<file path="src/rtl/paged_csr_pkg.sv">
package paged_csr_pkg;
   // destination chosen for one bus access
   typedef enum logic [1:0] {
      TGT_NONE   = 2'd0,
      TGT_DIRECT = 2'd1,
      TGT_CTRL   = 2'd2,
      TGT_PAGED  = 2'd3
   } tgt_e;
endpackage

</file>
<file path="src/rtl/pcsr_decode.sv">
module pcsr_decode
   import paged_csr_pkg::*;
#(
   parameter int BUS_AW    = 12,
   parameter int PAGE_W    = 6,
   parameter int CTRL_OFF  = 'h808,
   parameter int DIR_WORDS = 8,
   parameter int PG_BASE   = 'h13F0,
   parameter int PG_WORDS  = 16,
   localparam int LOW_W    = BUS_AW - 2,
   localparam int DIR_IW   = $clog2(DIR_WORDS),
   localparam int PG_IW    = $clog2(PG_WORDS),
   localparam int PGW_W    = PAGE_W + LOW_W - 2
) (
   input  logic [BUS_AW-1:0] addr,
   input  logic [PAGE_W-1:0] page,
   output tgt_e              tgt,
   output logic [DIR_IW-1:0] dir_idx,
   output logic [PG_IW-1:0]  pg_idx
);
   localparam logic [PGW_W-1:0]    PG_BASE_W = PGW_W'(PG_BASE >> 2);
   localparam logic [PGW_W-1:0]    PG_CNT    = PGW_W'(PG_WORDS);
   localparam logic [BUS_AW-3:0]   DIR_CNT   = (BUS_AW-2)'(DIR_WORDS);
   localparam logic [BUS_AW-1:0]   CTRL_A    = BUS_AW'(CTRL_OFF);

   initial begin
      assert (PG_BASE % 4 == 0) else $error("paged base must be word aligned");
      assert (CTRL_OFF % 4 == 0) else $error("control offset must be word aligned");
      assert (CTRL_OFF >= DIR_WORDS * 4) else $error("control word overlaps direct registers");
      assert (DIR_WORDS * 4 <= (3 << LOW_W)) else $error("direct registers reach paged window");
      assert (CTRL_OFF < (3 << LOW_W)) else $error("control word inside paged window");
   end

   logic              aligned;
   logic              in_window;
   logic [PGW_W-1:0]  pg_word;
   logic [PGW_W-1:0]  pg_rel;
   logic [BUS_AW-3:0] dir_word;

   always_comb begin
      aligned   = (addr[1:0] == 2'b00);
      in_window = (addr[BUS_AW-1 -: 2] == 2'b11);
      pg_word   = {page, addr[LOW_W-1:2]};
      pg_rel    = pg_word - PG_BASE_W;
      dir_word  = addr[BUS_AW-1:2];
      dir_idx   = dir_word[DIR_IW-1:0];
      pg_idx    = pg_rel[PG_IW-1:0];
      tgt       = TGT_NONE;
      if (aligned) begin
         if (in_window) begin
            if (pg_word >= PG_BASE_W && pg_rel < PG_CNT)
               tgt = TGT_PAGED;
         end else if (addr == CTRL_A) begin
            tgt = TGT_CTRL;
         end else if (dir_word < DIR_CNT) begin
            tgt = TGT_DIRECT;
         end
      end
   end
endmodule

</file>
<file path="src/rtl/pcsr_ctrl_reg.sv">
module pcsr_ctrl_reg #(
   parameter int DW       = 32,
   parameter int FLAG_W   = 2,
   parameter int PAGE_W   = 6,
   parameter int PAGE_LSB = 13
) (
   input  logic              clk,
   input  logic              rst_n,
   input  logic              wr_en,
   input  logic [FLAG_W-1:0] flag_wdata,
   input  logic [PAGE_W-1:0] page_wdata,
   output logic [PAGE_W-1:0] page,
   output logic [DW-1:0]     rdata
);
   initial begin
      assert (PAGE_LSB >= FLAG_W) else $error("page field overlaps flags");
      assert (PAGE_LSB + PAGE_W <= DW) else $error("page field outside word");
   end

   logic [FLAG_W-1:0] flags;

   always_ff @(posedge clk or negedge rst_n) begin
      if (!rst_n) begin
         flags <= '0;
         page  <= '0;
      end else if (wr_en) begin
         flags <= flag_wdata;
         page  <= page_wdata;
      end
   end

   always_comb begin
      rdata                      = '0;
      rdata[FLAG_W-1:0]          = flags;
      rdata[PAGE_LSB +: PAGE_W]  = page;
   end

   // page only moves on a control write
   p_page_hold_r5: assert property (@(posedge clk) disable iff (!rst_n)
      !wr_en |=> $stable(page));
endmodule

</file>
<file path="src/rtl/pcsr_reg_bank.sv">
module pcsr_reg_bank #(
   parameter int WORDS         = 8,
   parameter int DW            = 32,
   parameter bit RESET_STORAGE = 1'b1,
   localparam int IW           = $clog2(WORDS)
) (
   input  logic          clk,
   input  logic          rst_n,
   input  logic          wr_en,
   input  logic [IW-1:0] idx,
   input  logic [DW-1:0] wdata,
   output logic [DW-1:0] rdata
);
   initial begin
      assert (WORDS >= 2 && (1 << IW) == WORDS) else $error("bank depth must be a power of two");
   end

   logic [DW-1:0] mem [WORDS];

   generate
      if (RESET_STORAGE) begin : g_rst
         always_ff @(posedge clk or negedge rst_n) begin
            if (!rst_n) begin
               for (int i = 0; i < WORDS; i++) mem[i] <= '0;
            end else if (wr_en) begin
               mem[idx] <= wdata;
            end
         end
      end else begin : g_nrst
         always_ff @(posedge clk) begin
            if (wr_en) mem[idx] <= wdata;
         end
      end
   endgenerate

   assign rdata = mem[idx];

   // a stored word holds the data written to it
   p_bank_store_r7: assert property (@(posedge clk) disable iff (!rst_n)
      wr_en |=> mem[$past(idx)] == $past(wdata));
endmodule

</file>
<file path="src/rtl/paged_csr_decoder.sv">
module paged_csr_decoder
   import paged_csr_pkg::*;
#(
   parameter int BUS_AW    = 12,
   parameter int DW        = 32,
   parameter int FLAG_W    = 2,
   parameter int PAGE_W    = 6,
   parameter int PAGE_LSB  = 13,
   parameter int CTRL_OFF  = 'h808,
   parameter int DIR_WORDS = 8,
   parameter int PG_BASE   = 'h13F0,
   parameter int PG_WORDS  = 16,
   parameter bit RESET_STORAGE = 1'b1
) (
   input  logic              clk,
   input  logic              rst_n,
   input  logic              req_valid,
   input  logic              req_write,
   input  logic [BUS_AW-1:0] req_addr,
   input  logic [DW-1:0]     req_wdata,
   output logic              rd_valid,
   output logic [DW-1:0]     rd_data
);
   localparam int DIR_IW = $clog2(DIR_WORDS);
   localparam int PG_IW  = $clog2(PG_WORDS);

   initial begin
      assert (BUS_AW >= 4) else $error("bus window too small");
   end

   tgt_e              tgt;
   logic [PAGE_W-1:0] page;
   logic [DIR_IW-1:0] dir_idx;
   logic [PG_IW-1:0]  pg_idx;
   logic [DW-1:0]     dir_rdata, pg_rdata, ctrl_rdata, rd_mux;
   logic              wr_req;

   assign wr_req = req_valid & req_write;

   pcsr_decode #(
      .BUS_AW(BUS_AW), .PAGE_W(PAGE_W), .CTRL_OFF(CTRL_OFF),
      .DIR_WORDS(DIR_WORDS), .PG_BASE(PG_BASE), .PG_WORDS(PG_WORDS)
   ) u_decode (
      .addr(req_addr), .page(page), .tgt(tgt),
      .dir_idx(dir_idx), .pg_idx(pg_idx)
   );

   pcsr_ctrl_reg #(
      .DW(DW), .FLAG_W(FLAG_W), .PAGE_W(PAGE_W), .PAGE_LSB(PAGE_LSB)
   ) u_ctrl (
      .clk(clk), .rst_n(rst_n),
      .wr_en(wr_req && tgt == TGT_CTRL),
      .flag_wdata(req_wdata[FLAG_W-1:0]),
      .page_wdata(req_wdata[PAGE_LSB +: PAGE_W]),
      .page(page), .rdata(ctrl_rdata)
   );

   pcsr_reg_bank #(.WORDS(DIR_WORDS), .DW(DW), .RESET_STORAGE(RESET_STORAGE)) u_direct (
      .clk(clk), .rst_n(rst_n), .wr_en(wr_req && tgt == TGT_DIRECT),
      .idx(dir_idx), .wdata(req_wdata), .rdata(dir_rdata)
   );

   pcsr_reg_bank #(.WORDS(PG_WORDS), .DW(DW), .RESET_STORAGE(RESET_STORAGE)) u_paged (
      .clk(clk), .rst_n(rst_n), .wr_en(wr_req && tgt == TGT_PAGED),
      .idx(pg_idx), .wdata(req_wdata), .rdata(pg_rdata)
   );

   always_comb begin
      case (tgt)
         TGT_DIRECT: rd_mux = dir_rdata;
         TGT_CTRL:   rd_mux = ctrl_rdata;
         TGT_PAGED:  rd_mux = pg_rdata;
         default:    rd_mux = '0;
      endcase
   end

   always_ff @(posedge clk or negedge rst_n) begin
      if (!rst_n) begin
         rd_valid <= 1'b0;
         rd_data  <= '0;
      end else begin
         rd_valid <= req_valid & ~req_write;
         rd_data  <= (req_valid & ~req_write) ? rd_mux : '0;
      end
   end

   // writes produce no read strobe
   p_write_quiet_r2: assert property (@(posedge clk) disable iff (!rst_n)
      (req_valid && req_write) |=> !rd_valid);
   // data bus idles at zero
   p_idle_zero_r2: assert property (@(posedge clk) disable iff (!rst_n)
      !rd_valid |-> rd_data == '0);
   // window offsets never reach direct or control storage
   p_window_paged_r4: assert property (@(posedge clk) disable iff (!rst_n)
      (req_valid && req_addr[BUS_AW-1 -: 2] == 2'b11) |-> (tgt == TGT_PAGED || tgt == TGT_NONE));
   // misaligned offsets select nothing
   p_misaligned_none_r9: assert property (@(posedge clk) disable iff (!rst_n)
      (req_valid && req_addr[1:0] != 2'b00) |-> tgt == TGT_NONE);
endmodule

</file>
<file path="config.mk">
export PLATFORM = sky130hd
export DESIGN_NAME = paged_csr_decoder
export DESIGN_NICKNAME = d
export VERILOG_FILES = /design/src/rtl/paged_csr_pkg.sv /design/src/rtl/pcsr_decode.sv /design/src/rtl/pcsr_ctrl_reg.sv /design/src/rtl/pcsr_reg_bank.sv /design/src/rtl/paged_csr_decoder.sv
export SDC_FILE = /design/constraint.sdc
export NUM_CORES = 1
export LEC_CHECK = 0
export BUFFER_PORTS_ARGS = -buffer_cell sky130_fd_sc_hd__buf_2
export CORE_UTILIZATION = 45
export DETAILED_ROUTE_END_ITERATION = 12
export PLACE_DENSITY = 0.67
export SLEW_MARGIN = 20
export SYNTH_ARGS = -nofsm -noshare
export SYNTH_HDL_FRONTEND = slang
export SYNTH_HIERARCHICAL = 1
export SYNTH_SLANG_ARGS = --single-unit
</file>
<file path="constraint.sdc">
create_clock -name clk -period 3.3 [get_ports clk]
set_input_delay 0.33 -clock clk [delete_from_list [all_inputs] [get_ports clk]]
set_output_delay 0.33 -clock clk [all_outputs]
set_load 0.03 [all_outputs]
</file>
==> reports/qor.txt <==
setup ws final: 0.0393 ns
measured slew at the worst slew-check pin: 1.00 ns
die footprint: 0.0833 mm2
crit-path max FO: 11
post-synthesis cell type count: 45
leak pwr: 20.7 nW
IO Port Bufs: 80
final setup TNS: 0 ns
drt initial violations: 1557
WS Path Type: reg -> reg
Yosys warnings: 6
period utilization: 98.8%
die height: 289 um
Post-Route WL: 100000 um
clock skew: 0.0123 ns
cells after synthesis: 2458
Syn Std Cell Area: 0.0370 mm2
clk_lat worst skew: 0.63 ns
# rows: 104
DP HPWL: 61700 um
DRC: 0
Post-synth EDFFs: 0
Via Count: 22300
Worst IR Drop VDD: 0.344 mV
clock sink count: 809
share of cells above drive strength 1: 52.3%
Core Area: 0.0809 mm2
syn_area_per_cell: 15.0 um2
Setup crit end kind: flop
CP Data Required Time: 3.81 ns
DR WL/cell: 27.1 um
Initial Util: 45.7%
die span in x: 289 um
first-pass GRT wire length: 153000 um
Worst Setup Start Kind: flop
number of antenna violations at the first check in global routing: 3
TritonCTS Buffers: 84
Fmax achieved: 307 MHz
register area share after synthesis: 54.8%
most frequent cells in the layout: mux2_2, dfrtp_1, mux4_2, a22oi_1, buf_4
CTS H-tree lvls: 3
vias in the first global route: 24300
fraction of registers with async set/reset: 100%
worst min path class: in -> reg
maximum clock insertion buffer count: 3
total congestion overflow: 0
outcome: finished clean
Ports: 81
Antenna Nets Post-Route: 0
Worst EP arrival: 3.77 ns
Synth Register Bits: 809
Vias/cell: 6.00
prevailing post-synth register cell: dfrtp_1
final worst path period need: 3.26 ns
commonest non-fill, non-tap cell in the layout: mux2_2
GP Congestion: 0.825
Syn-to-layout area delta: 15.4%
first-pass iteration count of the detailed router: 5
final hold vios: 0
Final #Nets: 2635
clk slew on worst S/H paths: 0.06 ns
# Max-Cap Violations: 0
Slew HR: 33.2%
dpl ws: -0.185 ns
Total Routing Usage GR: 24.6%
largest net degree at the start of global routing: 97
RSZ-0062 raised after global routing: true
PD cells: 491 mW/mm2
max-slew violation count: 0
root buffer cell: clkbuf_16
CTS tree: built
Final setup viols: 0
flip-flops by register name, summed over array words and instances (netlist names):
signal / cells
rd_data: 32
rd_valid: 1
u_ctrl/flags: 2
u_ctrl/page: 6
u_direct/mem: 256
u_paged/mem: 512
area by class of cell:
cell class,count,area [um2]
Clock inverter,25,255
Inverter,8,30.0
Sequential cell,809,20200
Clock buffer,126,2520
Tap cell,1060,1330
Antenna cell,3,7.51
Fill cell,6605,38300
Timing Repair Buffer,260,2500
Multi-Input combinational cell,1422,15800
repair_timing:
action | CTS | global route
endpoints found under the setup margin | 92 | 290
cloned | 1 | 2
hold buffers | 1 | 0
setup buffers | 5 | 2
resized for setup | 5 | 13
hold endpoints to repair | 74 | 0
pin swaps | 1 | 5
metal layers:
metal | global-route usage [%] | up-vias | wire (um)
li1 | - | 9370 | -
met1 | 33.7 | 12000 | 43300
met2 | 39.5 | 652 | 47900
met3 | 4.34 | 210 | 5810
met4 | 9.04 | 4 | 3450
met5 | 0 | - | 20
worst max-delay path: stages, from the launching register on:
cell       delay [ns]
dfrtp_2          0.40
buf_4            0.13
nor4_2           0.04
nor3b_1          0.24
mux2i_1          0.13
nor4_2           0.23
buf_4            0.18
o221a_4          0.22
nand3_4          0.08
nor2_4           0.13
buf_4            0.13
nand2_2          0.06
buf_12           0.17
nor3_4           0.16
buf_6            0.15
bufbuf_16        0.31
mux2_2           0.35
through the flow:
step | cells | utilization, % | hold slack (ns) | total power, mW | cell area [um2]
4_1_cts | 3706 | 52.6 | 0.215 | 21.1 | 42500
3_5_place_dp | 3548 | 49.0 | 0.472 | 11.6 | 39600
6_report | 3713 | 52.7 | 0.247 | 20.9 | 42700
3_3_place_gp | 3548 | 49.0 | 0.464 | 11.5 | 39600
2_1_floorplan | 2481 | - | 0.0344 | 10.9 | 37100
5_1_grt | 3711 | 52.7 | 0.277 | 21.6 | 42600
where the power goes:
part           internal (mW)  switching (mW)
logic                  0.427           0.832
registers               10.1          0.0873
clock network           5.60            3.92
total                   16.1            4.84
Yosys cell counts (4+ instances only):
master	instances	area, um2
nor3_1	9	45.0
nor2_1	10	37.5
buf_2	102	510
a21oi_1	33	165
mux2_4	8	120
a22oi_1	125	938
clkbuf_1	81	304
nand2_1	69	259
nand3_1	10	50.1
buf_4	46	345
o211ai_1	30	225
a211oi_1	32	240
mux2i_1	34	340
buf_1	7	26.3
mux4_2	130	2930
buf_6	5	56.3
nand2b_1	4	25.0
dfrtp_1	809	20200
mux2_1	50	563
mux2_2	810	9120
nor3_2	5	50.1
inv_1	7	26.3
nor2b_1	5	31.3
cells by family after synthesis:
kind of cell,Yosys count,share of synthesized area (%)
mux,1032,35.4
flops,809,54.8
buf+inv,250,3.50
compound gates,229,4.45
simple gates,133,1.78
fa+ha+maj,2,0.0677
xor+xnor,2,0.0474
other cells,1,0.0101
final timing paths:
kind                                                end  slack, ns                         start  depth (start not counted)
max                        u_paged/mem[198]$_DFFE_PN0P_       0.04    u_ctrl/page[3]$_DFFE_PN0P_                         16
min reg2reg                u_paged/mem[294]$_DFFE_PN0P_       0.48  u_paged/mem[294]$_DFFE_PN0P_                          1
min in group asynchronous  u_paged/mem[481]$_DFFE_PN0P_       0.40                         rst_n                          2
max reg2reg                u_paged/mem[198]$_DFFE_PN0P_       0.04    u_ctrl/page[3]$_DFFE_PN0P_                         16
max in group asynchronous  u_paged/mem[183]$_DFFE_PN0P_       1.90                         rst_n                          3
min                         u_paged/mem[55]$_DFFE_PN0P_       0.25                 req_wdata[23]                          2
(Power assumes the default switching activity.)
